File: config.mk
export PLATFORM = sky130hd
export DESIGN_NAME = word_block_buffer
export DESIGN_NICKNAME = d
export VERILOG_FILES = /design/src/rtl/wbb_pkg.sv /design/src/rtl/wbb_len_reg.sv /design/src/rtl/wbb_wr_ctrl.sv /design/src/rtl/wbb_rd_ctrl.sv /design/src/rtl/wbb_storage.sv /design/src/rtl/word_block_buffer.sv
export SDC_FILE = /design/constraint.sdc
export NUM_CORES = 2
export LEC_CHECK = 0
export BUFFER_PORTS_ARGS = -buffer_cell sky130_fd_sc_hd__buf_2
export CORE_MARGIN = 5
export CORE_UTILIZATION = 55
export CTS_CLUSTER_SIZE = 16
export DETAILED_ROUTE_END_ITERATION = 7
export PLACE_DENSITY = 0.67
export SLEW_MARGIN = 20
export SYNTH_ARGS = -nofsm -noshare
export SYNTH_HDL_FRONTEND = slang
export SYNTH_SLANG_ARGS = --single-unit
File: constraint.sdc
create_clock -name clk_i -period 7.6 [get_ports clk_i]
set_input_delay 2.28 -clock clk_i [delete_from_list [all_inputs] [get_ports clk_i]]
set_output_delay 2.28 -clock clk_i [all_outputs]
set_load 0.02 [all_outputs]
File: src/rtl/wbb_pkg.sv
package wbb_pkg;
   // Storage implementation variants selected by the MEM_STYLE parameter.
   typedef enum logic [0:0] {
      WBB_MEM_FLOPS = 1'b0,
      WBB_MEM_ARRAY = 1'b1
   } wbb_mem_style_e;

   // Rounding of the byte length into a word count.
   localparam int unsigned WBB_BYTES_PER_WORD = 4;
endpackage

File: src/rtl/wbb_len_reg.sv
module wbb_len_reg #(
   parameter int unsigned LEN_W     = 10,
   parameter int unsigned MAX_WORDS = 128,
   parameter int unsigned CNT_W     = 8,
   parameter int unsigned RESET_LEN = 512
) (
   input  logic             clk_i,
   input  logic             rst_ni,
   input  logic             len_wr_i,
   input  logic [LEN_W-1:0] len_wdata_i,
   output logic [LEN_W-1:0] len_q_o,
   output logic [CNT_W-1:0] eff_words_o
);
   import wbb_pkg::*;

   localparam int unsigned RAW_W   = LEN_W + 1;
   localparam int unsigned RND_ADD = WBB_BYTES_PER_WORD - 1;
   localparam int unsigned SHIFT   = $clog2(WBB_BYTES_PER_WORD);

   initial begin
      assert (RESET_LEN < (1 << LEN_W)) else $error("RESET_LEN does not fit LEN_W");
      assert (MAX_WORDS < (1 << CNT_W)) else $error("CNT_W too narrow for MAX_WORDS");
   end

   logic [LEN_W-1:0] len_q;
   logic [RAW_W-1:0] raw_words;
   logic [CNT_W-1:0] eff_words;

   always_ff @(posedge clk_i or negedge rst_ni) begin
      if (!rst_ni) begin
         len_q <= LEN_W'(RESET_LEN);
      end else if (len_wr_i) begin
         len_q <= len_wdata_i;
      end
   end

   // Round the byte count up to whole words, then clamp into [1, MAX_WORDS].
   always_comb begin
      raw_words = (RAW_W'(len_q) + RAW_W'(RND_ADD)) >> SHIFT;
      if (raw_words == '0) begin
         eff_words = CNT_W'(1);
      end else if (raw_words > RAW_W'(MAX_WORDS)) begin
         eff_words = CNT_W'(MAX_WORDS);
      end else begin
         eff_words = CNT_W'(raw_words);
      end
   end

   assign len_q_o     = len_q;
   assign eff_words_o = eff_words;

   AST_LEN_READBACK: assert property (@(posedge clk_i) disable iff (!rst_ni)
      len_wr_i |=> (len_q_o == $past(len_wdata_i)));
   AST_EFF_RANGE: assert property (@(posedge clk_i) disable iff (!rst_ni)
      (eff_words_o >= CNT_W'(1)) && (eff_words_o <= CNT_W'(MAX_WORDS)));
endmodule

File: src/rtl/wbb_wr_ctrl.sv
module wbb_wr_ctrl #(
   parameter int unsigned MAX_WORDS = 128,
   parameter int unsigned CNT_W     = 8
) (
   input  logic             clk_i,
   input  logic             rst_ni,
   input  logic             clr_i,
   input  logic             wr_en_i,
   input  logic [CNT_W-1:0] eff_words_i,
   output logic [CNT_W-1:0] wr_cnt_o,
   output logic             wr_fire_o,
   output logic             full_o
);
   logic [CNT_W-1:0] wr_cnt;
   logic             room;

   assign room      = (wr_cnt < eff_words_i);
   assign wr_fire_o = wr_en_i && !clr_i && room;
   assign full_o    = !room;
   assign wr_cnt_o  = wr_cnt;

   always_ff @(posedge clk_i or negedge rst_ni) begin
      if (!rst_ni) begin
         wr_cnt <= '0;
      end else if (clr_i) begin
         wr_cnt <= '0;
      end else if (wr_fire_o) begin
         wr_cnt <= wr_cnt + CNT_W'(1);
      end
   end

   AST_WR_DROP: assert property (@(posedge clk_i) disable iff (!rst_ni)
      (wr_en_i && !clr_i && (wr_cnt >= eff_words_i)) |=> $stable(wr_cnt));
   AST_WCNT_BOUND: assert property (@(posedge clk_i) disable iff (!rst_ni)
      wr_cnt <= CNT_W'(MAX_WORDS));
   AST_WR_CLR: assert property (@(posedge clk_i) disable iff (!rst_ni)
      clr_i |=> (wr_cnt == '0));
endmodule

File: src/rtl/wbb_rd_ctrl.sv
module wbb_rd_ctrl #(
   parameter int unsigned ADDR_W = 7,
   parameter int unsigned CNT_W  = 8
) (
   input  logic              clk_i,
   input  logic              rst_ni,
   input  logic              clr_i,
   input  logic              rd_en_i,
   input  logic [CNT_W-1:0]  eff_words_i,
   output logic [ADDR_W-1:0] rd_ptr_o,
   output logic              done_o
);
   logic [ADDR_W-1:0] rd_ptr;
   logic              done_q;
   logic              at_last;

   // The pointer is on (or past) the final word of the current block.
   assign at_last = (CNT_W'(rd_ptr) + CNT_W'(1)) >= eff_words_i;

   always_ff @(posedge clk_i or negedge rst_ni) begin
      if (!rst_ni) begin
         rd_ptr <= '0;
         done_q <= 1'b0;
      end else if (clr_i) begin
         rd_ptr <= '0;
         done_q <= 1'b0;
      end else if (rd_en_i) begin
         if (done_q || at_last) begin
            done_q <= 1'b1;
         end else begin
            rd_ptr <= rd_ptr + ADDR_W'(1);
         end
      end
   end

   assign rd_ptr_o = rd_ptr;
   assign done_o   = done_q;

   AST_RD_STUCK: assert property (@(posedge clk_i) disable iff (!rst_ni)
      (done_q && !clr_i) |=> ($stable(rd_ptr) && done_q));
   AST_RD_ADVANCE: assert property (@(posedge clk_i) disable iff (!rst_ni)
      (rd_en_i && !clr_i && !done_q && !at_last) |=> (rd_ptr == $past(rd_ptr) + ADDR_W'(1)));
   AST_RD_CLR: assert property (@(posedge clk_i) disable iff (!rst_ni)
      clr_i |=> ((rd_ptr == '0) && !done_q));
endmodule

File: src/rtl/wbb_storage.sv
module wbb_storage #(
   parameter int unsigned DATA_W    = 32,
   parameter int unsigned MAX_WORDS = 128,
   parameter int unsigned ADDR_W    = 7,
   parameter bit          MEM_STYLE = 1'b0
) (
   input  logic              clk_i,
   input  logic              we_i,
   input  logic [ADDR_W-1:0] waddr_i,
   input  logic [DATA_W-1:0] wdata_i,
   input  logic [ADDR_W-1:0] raddr_i,
   output logic [DATA_W-1:0] rdata_o
);
   import wbb_pkg::*;

   logic [DATA_W-1:0] mem_q [MAX_WORDS];

   generate
      if (MEM_STYLE == bit'(WBB_MEM_FLOPS)) begin : g_flops
         // One enable per word: no array write port inferred.
         for (genvar g = 0; g < int'(MAX_WORDS); g++) begin : g_word
            always_ff @(posedge clk_i) begin
               if (we_i && (waddr_i == ADDR_W'(g))) begin
                  mem_q[g] <= wdata_i;
               end
            end
         end
      end else begin : g_array
         always_ff @(posedge clk_i) begin
            if (we_i) begin
               mem_q[waddr_i] <= wdata_i;
            end
         end
      end
   endgenerate

   assign rdata_o = mem_q[raddr_i];
endmodule

File: src/rtl/word_block_buffer.sv
module word_block_buffer #(
   parameter int unsigned DATA_W    = 32,
   parameter int unsigned LEN_W     = 10,
   parameter int unsigned MAX_WORDS = 128,
   parameter int unsigned RESET_LEN = 512,
   parameter bit          MEM_STYLE = 1'b0
) (
   input  logic              clk_i,
   input  logic              rst_ni,
   input  logic              wr_en_i,
   input  logic [DATA_W-1:0] wr_data_i,
   input  logic              rd_en_i,
   output logic [DATA_W-1:0] rd_data_o,
   input  logic              len_wr_i,
   input  logic [LEN_W-1:0]  len_wdata_i,
   output logic [LEN_W-1:0]  len_rdata_o,
   input  logic              clr_i,
   output logic              blk_full_o,
   output logic              blk_empty_o
);
   localparam int unsigned ADDR_W = $clog2(MAX_WORDS);
   localparam int unsigned CNT_W  = $clog2(MAX_WORDS + 1);

   initial begin
      assert (MAX_WORDS >= 2) else $error("MAX_WORDS must be at least 2");
      assert (DATA_W >= 8) else $error("DATA_W must be at least 8");
      assert (((MAX_WORDS * 4) - 1) < (1 << LEN_W)) else $error("LEN_W cannot express a full block");
   end

   logic [CNT_W-1:0]  eff_words;
   logic [CNT_W-1:0]  wr_cnt;
   logic              wr_fire;
   logic [ADDR_W-1:0] rd_ptr;

   wbb_len_reg #(
      .LEN_W    (LEN_W),
      .MAX_WORDS(MAX_WORDS),
      .CNT_W    (CNT_W),
      .RESET_LEN(RESET_LEN)
   ) u_len (
      .clk_i      (clk_i),
      .rst_ni     (rst_ni),
      .len_wr_i   (len_wr_i),
      .len_wdata_i(len_wdata_i),
      .len_q_o    (len_rdata_o),
      .eff_words_o(eff_words)
   );

   wbb_wr_ctrl #(
      .MAX_WORDS(MAX_WORDS),
      .CNT_W    (CNT_W)
   ) u_wr (
      .clk_i      (clk_i),
      .rst_ni     (rst_ni),
      .clr_i      (clr_i),
      .wr_en_i    (wr_en_i),
      .eff_words_i(eff_words),
      .wr_cnt_o   (wr_cnt),
      .wr_fire_o  (wr_fire),
      .full_o     (blk_full_o)
   );

   wbb_rd_ctrl #(
      .ADDR_W(ADDR_W),
      .CNT_W (CNT_W)
   ) u_rd (
      .clk_i      (clk_i),
      .rst_ni     (rst_ni),
      .clr_i      (clr_i),
      .rd_en_i    (rd_en_i),
      .eff_words_i(eff_words),
      .rd_ptr_o   (rd_ptr),
      .done_o     (blk_empty_o)
   );

   wbb_storage #(
      .DATA_W   (DATA_W),
      .MAX_WORDS(MAX_WORDS),
      .ADDR_W   (ADDR_W),
      .MEM_STYLE(MEM_STYLE)
   ) u_mem (
      .clk_i  (clk_i),
      .we_i   (wr_fire),
      .waddr_i(wr_cnt[ADDR_W-1:0]),
      .wdata_i(wr_data_i),
      .raddr_i(rd_ptr),
      .rdata_o(rd_data_o)
   );

   AST_CLR_BLOCKS_WRITE: assert property (@(posedge clk_i) disable iff (!rst_ni)
      clr_i |-> !wr_fire);
   AST_STUCK_DATA: assert property (@(posedge clk_i) disable iff (!rst_ni)
      ($past(blk_empty_o) && blk_empty_o && !$past(clr_i) && !$past(wr_fire)) |-> $stable(rd_data_o));
endmodule

==> run metrics <==
run status=completed; top cells by area, synth=edfxtp_1 78%, mux4_2 19%, clkbuf_1 0.54%; max_slew headroom=21.1%; share of layout cells above drive strength 1=34.8%; initial drt markers=10.6k; Async SR Flop Fraction=0.631%; RSZ-0062 raised after global routing=false; hold path startpoint=u_len.len_q_o[1]; Slew @ Worst Pin=1.18 ns; Max Cap Violations=0; Syn Std Cell Area=158000 µm²; clk root buf=clkbuf_16; area of the multi-input gates=34100 µm²; Worst Skew=0.0573 ns; slowest CP cell=dfrtp_4; Post-CTS Resized=0; total track usage=26.0%; Setup Viol. Count Final=0; Max Slew Vio Count=0; Synth area leader=edfxtp_1; Routability Congestion=0.908; CP Launch Point=u_rd.rd_ptr_o[0]; Via density=6.76; hold_buf cts=0; chip width=547 µm; vias in the first global route=73.4k; placed cell areas=166000 µm²; pwr dens=282 nW/µm²; Post-synth top cells=4096 x edfxtp_1, 1344 x mux4_2, 229 x clkbuf_1, 99 x buf_2, 93 x nor4_1; Sequential cell area=124000 µm²; Main synth FF type=edfxtp_1; Mapped Cells=6319; worst min-delay path class=reg2reg; die area=299000 µm²; Final ANT Viol Nets=0; gr ovfl total=0; Buf/Inv on CP=3; DRC violation count after routing=0; Max IR drop VDD=177 µV; setup bufs post-CTS=0; Worst EP arrival=4.91 ns; Clock Latency Late Sink=0.91 ns; CTS tree=done; dominant cell by count in the synthesized netlist=edfxtp_1; core footprint=287000 µm²; CP Launch Type=register; Reg-to-Reg Start=u_len.len_q_o[8]; crit path cell chain=buf_12 > buf_12 > mux4_2 > mux4_2 > mux4_2 > mux2_2 > buf_2; most used cell, CP=mux4_2; drt total wl=389000 µm; post-synth cell types=45; Area growth, synth to finish=12.6%; I/O Buffers=91; Avg Inst Size Synth=25.1 µm²; Die H=547 µm; row count=197; CP required=5.32 ns; WL per Instance=35.9 µm; largest net degree at the start of global routing=97; HPWL Detailed=214000 µm; Syn Nets=6387; ratio of final minimum period to clock period=94.7%; Initial Utilization=55.1%; CTS sink count=4122; fin util=62.1%; Lkg Pwr=53.7 nW; drt first pass iters=6; initial antenna violation count=45; register area share after synthesis=78.0%; CP peak stage delay=0.97 ns; fillcell total=18.9k; post-synth top area share=77.6%; Top Family by Delay on Critical Path=multiplexers; design area=178000 µm²; vias post-DR=73.3k; Seq cells post-synth=4122; CTS buffer count=398; Layout Nets=6797; IO Pins=92; number of flops mapped to enable cells by yosys=4096; setup TNS=0 ns; H-tree depth=5; Ys Warns=0; Worst-path clk slew=0.06 ns; Fmax achieved=139 MHz; Max FO, Critical Path=30; first-pass GRT wire length=550000 µm; Worst Setup End Kind=output port; Final Hold Vio Count=0; minimum clock period=7.19 ns; critical path class=reg2out; Max Buffers Root-to-Sink=4
[cell usage in the layout, fill, tap and decap left out, drive strengths merged, types with 32 or more instances in the layout]
| cell | count |
|---|---|
| clkbuf | 485 |
| nor2 | 78 |
| mux2 | 47 |
| nand2 | 86 |
| clkinv | 172 |
| edfxtp | 4096 |
| buf | 375 |
| mux4 | 1344 |
| nand3 | 32 |
| nor4 | 93 |
| bufinv | 35 |
[worst paths after layout]
kind | end | slack [ns] | depth (start not counted)
setup / recovery | rd_data_o[6] | 0.41 | 7
hold / removal | u_len.len_q_o[1] | 0.61 | 1
setup reg to reg | u_mem.mem_q[83][26] | 1.57 | 11
hold reg to reg | u_len.len_q_o[1] | 0.61 | 1
max in group asynchronous | u_rd.rd_ptr_o[5] | 5.54 | 1
min in group asynchronous | u_len.len_q_o[3] | 1.44 | 1
[cells by family after synthesis]
logic type / count (synthesis) / share of synthesized area [%]
AND/OR/NAND/NOR: 369 / 1.17
XOR/XNOR: 13 / 0.0719
AO/OA/AOI/OAI: 33 / 0.137
buffers and inverters: 369 / 0.957
adder cells (fa/ha/maj): 20 / 0.158
multiplexers: 1393 / 19.5
flip-flops: 4122 / 78.0
[power breakdown]
part | total [mW] | internal [mW] | switching (mW)
Combinational | 6.02 | 2.82 | 3.20
Sequential | 25.1 | 25.0 | 0.0778
Clock | 19.1 | 10.9 | 8.16
Total | 50.2 | 38.8 | 11.4
[flip-flops by register name, indices dropped and copies added (netlist names)]
signal / flops
u_rd.rd_ptr_o: 7
u_rd.done_o: 1
u_mem.mem_q: 4096
u_wr.wr_cnt_o: 8
u_len.len_q_o: 10
[final cells by class]
cell class,count,area share (%)
Inverter,4,0.00842
Tap cell,3781,2.65
Clock buffer,485,5.86
Timing Repair Buffer,375,1.87
Clock inverter,230,1.14
Sequential cell,4122,69.3
Multi-Input combinational cell,1828,19.1
Antenna cell,15,0.0210
[metal layers]
layer	wire length (µm)	global-route usage [%]	part of all wire [%]	vias to the layer above
met4	12000	7.41	3.1	4
met5	27	0	0.0069	-
met3	39800	5.03	10	597
met2	186000	40.4	48	4183
li1	-	-	-	28500
met1	152000	38.6	39	40000
[through the flow]
stage	total power [mW]	setup slack, ns	hold slack (ns)	cells
after floorplan	29.4	0.707	0.524	6319
after global placement	31.5	1.02	0.567	10100
after detailed placement	31.6	1.31	0.582	10100
after CTS	50.5	0.335	0.607	10800
after global routing	51.8	0.209	0.650	10800
final	50.2	0.405	0.609	10800
No activity file was read; power rests on OpenSTA's default activity.
